==> config.mk <==
export PLATFORM = sky130hd
export DESIGN_NAME = mux_rx_silo
export DESIGN_NICKNAME = d
export VERILOG_FILES = /design/src/rtl/rx_silo_pkg.sv /design/src/rtl/rx_line_hold.sv /design/src/rtl/rx_prio_arb.sv /design/src/rtl/rx_silo_fifo.sv /design/src/rtl/rx_silo_irq.sv /design/src/rtl/mux_rx_silo.sv
export SDC_FILE = /design/constraint.sdc
export NUM_CORES = 1
export LEC_CHECK = 0
export ABC_AREA = 1
export BUFFER_PORTS_ARGS = -buffer_cell sky130_fd_sc_hd__buf_2
export CAP_MARGIN = 20
export CORE_MARGIN = 3
export CORE_UTILIZATION = 35
export DETAILED_ROUTE_END_ITERATION = 16
export PLACE_DENSITY = 0.49
export REMOVE_ABC_BUFFERS = 1
export SYNTH_ARGS = -nofsm -noshare
export SYNTH_HDL_FRONTEND = slang
export SYNTH_SLANG_ARGS = --single-unit
==> constraint.sdc <==
create_clock -name clk -period 8.4 [get_ports clk]
set_clock_uncertainty 0.1 [all_clocks]
set_input_delay 0.84 -clock clk [delete_from_list [all_inputs] [get_ports clk]]
set_output_delay 0.84 -clock clk [all_outputs]
set_load 0.01 [all_outputs]
==> src/rtl/rx_silo_pkg.sv <==
package rx_silo_pkg;
  localparam int CHAR_W = 8;
  localparam int LINE_W = 4;

  typedef struct packed {
    logic              ovr;
    logic              ferr;
    logic              perr;
    logic [LINE_W-1:0] line;
    logic [CHAR_W-1:0] ch;
  } silo_ent_t;
endpackage

==> src/rtl/rx_line_hold.sv <==
module rx_line_hold #(
  parameter int CHAR_W = 8
) (
  input  logic              clk,
  input  logic              rst_n,
  input  logic              in_valid,
  input  logic [CHAR_W-1:0] in_data,
  input  logic              in_perr,
  input  logic              in_ferr,
  output logic              in_ready,
  input  logic              grant,
  output logic              pend,
  output logic [CHAR_W-1:0] hold_data,
  output logic              hold_perr,
  output logic              hold_ferr
);
  // Free when empty, or when the held character leaves this cycle.
  assign in_ready = !pend || grant;

  always_ff @(posedge clk or negedge rst_n) begin
    if (!rst_n) begin
      pend      <= 1'b0;
      hold_data <= '0;
      hold_perr <= 1'b0;
      hold_ferr <= 1'b0;
    end else if (in_valid && in_ready) begin
      pend      <= 1'b1;
      hold_data <= in_data;
      hold_perr <= in_perr;
      hold_ferr <= in_ferr;
    end else if (grant) begin
      pend <= 1'b0;
    end
  end
endmodule

==> src/rtl/rx_prio_arb.sv <==
module rx_prio_arb #(
  parameter int N     = 16,
  localparam int IDX_W = (N > 1) ? $clog2(N) : 1
) (
  input  logic [N-1:0]     req,
  output logic [N-1:0]     grant,
  output logic [IDX_W-1:0] idx,
  output logic             any
);
  always_comb begin
    grant = '0;
    idx   = '0;
    any   = 1'b0;
    for (int i = 0; i < N; i++) begin
      if (req[i] && !any) begin
        grant[i] = 1'b1;
        idx      = IDX_W'(i);
        any      = 1'b1;
      end
    end
  end
endmodule

==> src/rtl/rx_silo_fifo.sv <==
module rx_silo_fifo #(
  parameter int W     = 15,
  parameter int DEPTH = 64,
  localparam int AW   = (DEPTH > 1) ? $clog2(DEPTH) : 1,
  localparam int CW   = $clog2(DEPTH + 1)
) (
  input  logic          clk,
  input  logic          rst_n,
  input  logic          wr_en,
  input  logic [W-1:0]  wr_data,
  input  logic          rd_en,
  output logic [W-1:0]  head,
  output logic [CW-1:0] count,
  output logic          full,
  output logic          empty
);
  logic [W-1:0]  mem [DEPTH];
  logic [AW-1:0] wr_ptr, rd_ptr;
  logic          do_wr, do_rd;

  assign full  = (count == CW'(DEPTH));
  assign empty = (count == '0);
  assign do_wr = wr_en && !full;
  assign do_rd = rd_en && !empty;
  assign head  = mem[rd_ptr];

  function automatic logic [AW-1:0] bump(input logic [AW-1:0] p);
    return (p == AW'(DEPTH - 1)) ? '0 : p + 1'b1;
  endfunction

  always_ff @(posedge clk) begin
    if (do_wr) mem[wr_ptr] <= wr_data;
  end

  always_ff @(posedge clk or negedge rst_n) begin
    if (!rst_n) begin
      wr_ptr <= '0;
      rd_ptr <= '0;
      count  <= '0;
    end else begin
      if (do_wr) wr_ptr <= bump(wr_ptr);
      if (do_rd) rd_ptr <= bump(rd_ptr);
      case ({do_wr, do_rd})
        2'b10:   count <= count + 1'b1;
        2'b01:   count <= count - 1'b1;
        default: count <= count;
      endcase
    end
  end
endmodule

==> src/rtl/rx_silo_irq.sv <==
module rx_silo_irq #(
  parameter int CW = 7
) (
  input  logic          clk,
  input  logic          rst_n,
  input  logic          alarm_we,
  input  logic [CW-1:0] alarm_wdata,
  input  logic          rx_ie,
  input  logic          flush_req,
  input  logic [CW-1:0] count,
  output logic          irq
);
  logic [CW-1:0] alarm_lvl;
  logic          flush_pend;
  logic          nonempty;

  assign nonempty = (count != '0);

  always_ff @(posedge clk or negedge rst_n) begin
    if (!rst_n) begin
      alarm_lvl  <= '0;
      flush_pend <= 1'b0;
    end else begin
      if (alarm_we) alarm_lvl <= alarm_wdata;
      if (!nonempty)      flush_pend <= 1'b0;
      else if (flush_req) flush_pend <= 1'b1;
    end
  end

  assign irq = rx_ie && nonempty && ((count >= alarm_lvl) || flush_pend);
endmodule

==> src/rtl/mux_rx_silo.sv <==
module mux_rx_silo
  import rx_silo_pkg::*;
#(
  parameter int NLINES = 16,
  parameter int DEPTH  = 64,
  localparam int CNT_W = $clog2(DEPTH + 1),
  localparam int IDX_W = (NLINES > 1) ? $clog2(NLINES) : 1
) (
  input  logic                     clk,
  input  logic                     rst_n,
  input  logic [NLINES-1:0]        push_valid,
  output logic [NLINES-1:0]        push_ready,
  input  logic [NLINES*CHAR_W-1:0] push_data,
  input  logic [NLINES-1:0]        push_perr,
  input  logic [NLINES-1:0]        push_ferr,
  input  logic                     rd_en,
  output logic [15:0]              rd_word,
  input  logic                     alarm_we,
  input  logic [CNT_W-1:0]         alarm_wdata,
  input  logic                     rx_ie,
  input  logic                     flush_req,
  output logic                     irq
);
  localparam int ENT_W = $bits(silo_ent_t);

  logic [NLINES-1:0] pend, grant, ovr_pend;
  logic [CHAR_W-1:0] h_data [NLINES];
  logic [NLINES-1:0] h_perr, h_ferr;
  logic [IDX_W-1:0]  grant_idx;
  logic              grant_any, wr_acc, silo_full, silo_empty;
  logic [CNT_W-1:0]  fill_cnt;
  logic [ENT_W-1:0]  head;
  silo_ent_t         wr_ent;

  for (genvar g = 0; g < NLINES; g++) begin : g_line
    rx_line_hold #(.CHAR_W(CHAR_W)) hold_i (
      .clk      (clk),
      .rst_n    (rst_n),
      .in_valid (push_valid[g]),
      .in_data  (push_data[g*CHAR_W +: CHAR_W]),
      .in_perr  (push_perr[g]),
      .in_ferr  (push_ferr[g]),
      .in_ready (push_ready[g]),
      .grant    (grant[g]),
      .pend     (pend[g]),
      .hold_data(h_data[g]),
      .hold_perr(h_perr[g]),
      .hold_ferr(h_ferr[g])
    );
  end

  rx_prio_arb #(.N(NLINES)) arb_i (
    .req  (pend),
    .grant(grant),
    .idx  (grant_idx),
    .any  (grant_any)
  );

  always_comb begin
    wr_ent.ovr  = ovr_pend[grant_idx];
    wr_ent.ferr = h_ferr[grant_idx];
    wr_ent.perr = h_perr[grant_idx];
    wr_ent.line = LINE_W'(grant_idx);
    wr_ent.ch   = h_data[grant_idx];
  end

  assign wr_acc = grant_any && !silo_full;

  // Overrun memory: set by a drop, consumed by the next stored entry.
  always_ff @(posedge clk or negedge rst_n) begin
    if (!rst_n) begin
      ovr_pend <= '0;
    end else if (grant_any) begin
      ovr_pend[grant_idx] <= silo_full;
    end
  end

  rx_silo_fifo #(.W(ENT_W), .DEPTH(DEPTH)) fifo_i (
    .clk    (clk),
    .rst_n  (rst_n),
    .wr_en  (grant_any),
    .wr_data(wr_ent),
    .rd_en  (rd_en),
    .head   (head),
    .count  (fill_cnt),
    .full   (silo_full),
    .empty  (silo_empty)
  );

  assign rd_word = silo_empty ? 16'h0000 : {1'b1, head};

  rx_silo_irq #(.CW(CNT_W)) irq_i (
    .clk        (clk),
    .rst_n      (rst_n),
    .alarm_we   (alarm_we),
    .alarm_wdata(alarm_wdata),
    .rx_ie      (rx_ie),
    .flush_req  (flush_req),
    .count      (fill_cnt),
    .irq        (irq)
  );
endmodule

==> results.toml <==
[logic_synthesis]
synth_top_family_by_area = "simple AND/OR/NAND/NOR gates"
synthAdderAreaFrac_pct = 0.308
synthCells = 4243
syn-mean-instance-area_um2 = 11.5
synthMuxAreaShare_pct = 0.254
synthXorXnorAreaFrac_pct = 0.198
ys_ff_latch = 1179
netlist_area_um2 = 48700
synth-compound-area-share_pct = 11.6
synth-seq-area-share_pct = 70.4
yosysUniqueCellTypes = 44
yosys_warnings = 0
synth-simple-area-share_pct = 12.7

[route]
vias = 33500
drt_pass1_iterations = 5
vias_per_cell = 5.31
drt-total-wl_um = 145000
detail_route.wl_per_cell_um = 23.0
first_iter_violations = 2636
antenna_left = 0
drc = 0

[clock_tree]
ctsHoldBuffers = 0
clkLatencyLatePin_ns = 0.75
htreeDepth = 4
clock_path_buffers = 3
cts_buffers = 132
tritoncts = "yes"
clk_pin_slew_ns = 0.06
clock-root-buffer = "clkbuf_16"
postCtsSetupRepairBufs = 0
cts_resized = 0
numClockSinks = 1179

[layout]
fin_nets = 4619
fin_util_pct = 40.6
syn2layout_area_growth_pct = 14.7
drive_gt1_share_pct = 12.8

[job]
cap_viol_max_count = 0

[critical_path]
path_buf_inv = 3
crit_family = "buffers and inverters"
cp-startpoint = "fifo_i.rd_ptr[0]"
critPathArrivalTime_ns = 4.72
worstPathRequired_ns = 7.46
crit_fanout = 157
crit_type = "reg -> out"
cpPeakStageDelay_ns = 0.79
path_cells = "inv_8 > buf_4 > o21ai_0 > o221ai_1 > o211ai_1 > nand4_1 > nand3_1 > a31oi_1 > buf_2"
worstReg2RegStart = "g_line[0].hold_i.pend"
cp_slowest_cell = "buf_4"
cp-end-kind = "primary output"
critPathLaunchType = "flop"

[grt]
grt_antenna_before_repair = 5
grt-ovfl-total = 0
grt_util_met3_pct = 3.19
grt_start_max_net_pins = 185
grt_pass1_vias = 32800
gr-usage-met1_pct = 28.8
grt.busiest_layer = "met2"
track_usage_pct = 20.1
grt_pass1_wl_um = 217000
use_met2_pct = 31.6

[placement]
gp_congestion = 0.790
pre_cts_slack_ns = 3.49
portBuffers = 220
hpwlAfterDp_um = 81400

[sta]
fin_crit_ns = 5.66
slew_headroom_pct = 22.9
finalWorstSetupSlack_ns = 2.74
fmax_mhz = 177
rsz0062_at_grt = "no"
final-hold-violation-count = 0
finalSetupViolations = 0
maxSlewViolCount = 0
tightest_slew_ns = 1.16
tns_ns = 0
period_share_pct = 67.3

[power]
p_switching_mw = 7.02
combPwrFrac_pct = 31.0
power_frac_clock_pct = 29.0
leakagePower_nw = 20.6
p_int_mw = 12.0
seqPwrFrac_pct = 40.0
power.total_mw = 19.0
pwr_density_cell_nw_per_um2 = 339
netSwitchingFraction_pct = 37.0
vdd.ir_drop.worst_v = 0.000194

[floorplanning]
rows = 136
design.core.area_um2 = 138000
die-width_um = 379
die_h_um = 379
initial_core_util_pct = 35.4
die-area_um2 = 144000
ios = 222

[min_path]
min_path_type = "in -> async"

[status]
status = "finished clean"
power groups by stage:
| stage | logic (mW) | registers, mW | clock network (mW) |
|---|---|---|---|
| final | 5.89 | 7.59 | 5.50 |
| after floorplan | 3.18 | 7.86 | 0 |
| after global routing | 6.44 | 7.65 | 5.89 |
| after CTS | 5.94 | 7.60 | 5.65 |
| after global placement | 5.91 | 7.71 | 0 |
| after detailed placement | 5.93 | 7.71 | 0 |
per-stage QoR:
step | instance area (um2) | hold WS, ns | std cells
finish | 55900 | 0.0414 | 6317
global route | 55900 | 0.0617 | 6315
CTS | 55900 | 0.0208 | 6314
detailed placement | 51800 | 0.375 | 6077
global placement | 51800 | 0.368 | 6077
floorplan | 47500 | 0.353 | 3954
final timing paths:
path                                            endpoint  slack, ns  cells past startpoint
setup reg to reg                       fifo_i.mem[34][3]       3.60                     18
setup / recovery                              rd_word[9]       2.74                      9
hold / removal             g_line[8].hold_i.hold_data[7]       0.04                      1
max in group asynchronous  g_line[5].hold_i.hold_data[1]       6.76                      2
min in group clk           g_line[0].hold_i.hold_data[3]       0.22                      3
hold reg to reg                              ovr_pend[6]       0.39                      2
logic make-up (layout without fill, tap and decap cells):
| group | Yosys count | in the layout |
|---|---|---|
| AO/OA/AOI/OAI | 1000 | 1000 |
| XOR/XNOR | 11 | 11 |
| adder cells (fa/ha/maj) | 12 | 12 |
| buffers and inverters | 537 | 815 |
| flip-flops | 1179 | 1179 |
| multiplexers | 11 | 11 |
| other | 1 | 3 |
| AND/OR/NAND/NOR | 1492 | 1492 |
layer usage:
metal	up-vias	wire (um)
li1	15500	-
met1	16900	66700
met2	988	66800
met3	207	7820
met4	6	3650
met5	-	38
sequential cells by signal (all words and copies together), names as in the netlist, 7 cells and up:
register and cells:
g_line.hold_i.hold_perr 16, g_line.hold_i.hold_data 128, irq_i.alarm_lvl 7, ovr_pend 16, g_line.hold_i.hold_ferr 16, fifo_i.mem 960
g_line.hold_i.pend 16, fifo_i.count 7
cell usage after synthesis, drive strengths merged:
library cell    n  area [um2]
clkinv          2        7.51
o2111ai         2        17.5
nand3b         11        82.6
a211oi          1        7.51
mux2           11         124
nor3b           2        15.0
nor4            1        6.26
a22o            1        8.76
o211ai         21         158
a2111oi         1        8.76
nand3         279        1410
a31oi          11        68.8
edfxtp        960       28800
clkbuf        219         822
inv           246         923
nand4          24         196
o21a            2        15.0
a221oi          3        26.3
a21boi          1        7.51
nand2         431        1630
dfrtp         219        5480
nor2          734        2800
o21ai         529        2650
a21oi         186         931
ha             12         150
conb            1        3.75
o22ai         145         907
o221ai         97         850
xnor2           6        52.6
xor2            5        43.8
nor3           10        50.1
buf            70         459
worst reg2reg max path, delay by kind of cell (launching register included):
kind / cells / cell delay [ns]
AND/OR/NAND/NOR: 15 / 2.28
flip-flops: 1 / 0.46
buffers and inverters: 3 / 1.58
layout by cell type (no fill, tap or decap), drive strengths merged, types with 3 or more instances in the layout:
cell,Yosys,final
inv,246,254
nor3,10,10
clkbuf,219,191
a31oi,11,11
o22ai,145,145
buf,70,330
xnor2,6,6
dfrtp,219,219
nand3b,11,11
a221oi,3,3
nand3,279,279
clkinv,2,34
mux2,11,11
clkinvlp,0,3
o21ai,529,529
bufinv,0,3
nor2,734,734
xor2,5,5
nand2,431,431
o211ai,21,21
ha,12,12
o221ai,97,97
nand4,24,24
a21oi,186,186
edfxtp,960,960
area by class of cell:
class / count / area (um2)
clock buffers: 191 / 3700
well taps: 1794 / 2240
diodes: 2 / 5.00
repair buffers: 330 / 2030
fillers: 13300 / 81900
inverters: 248 / 943
multi-input cells: 2527 / 12300
flip-flops and latches: 1179 / 34300
clock inverters: 46 / 374
No activity file was read; power rests on OpenSTA's default activity.
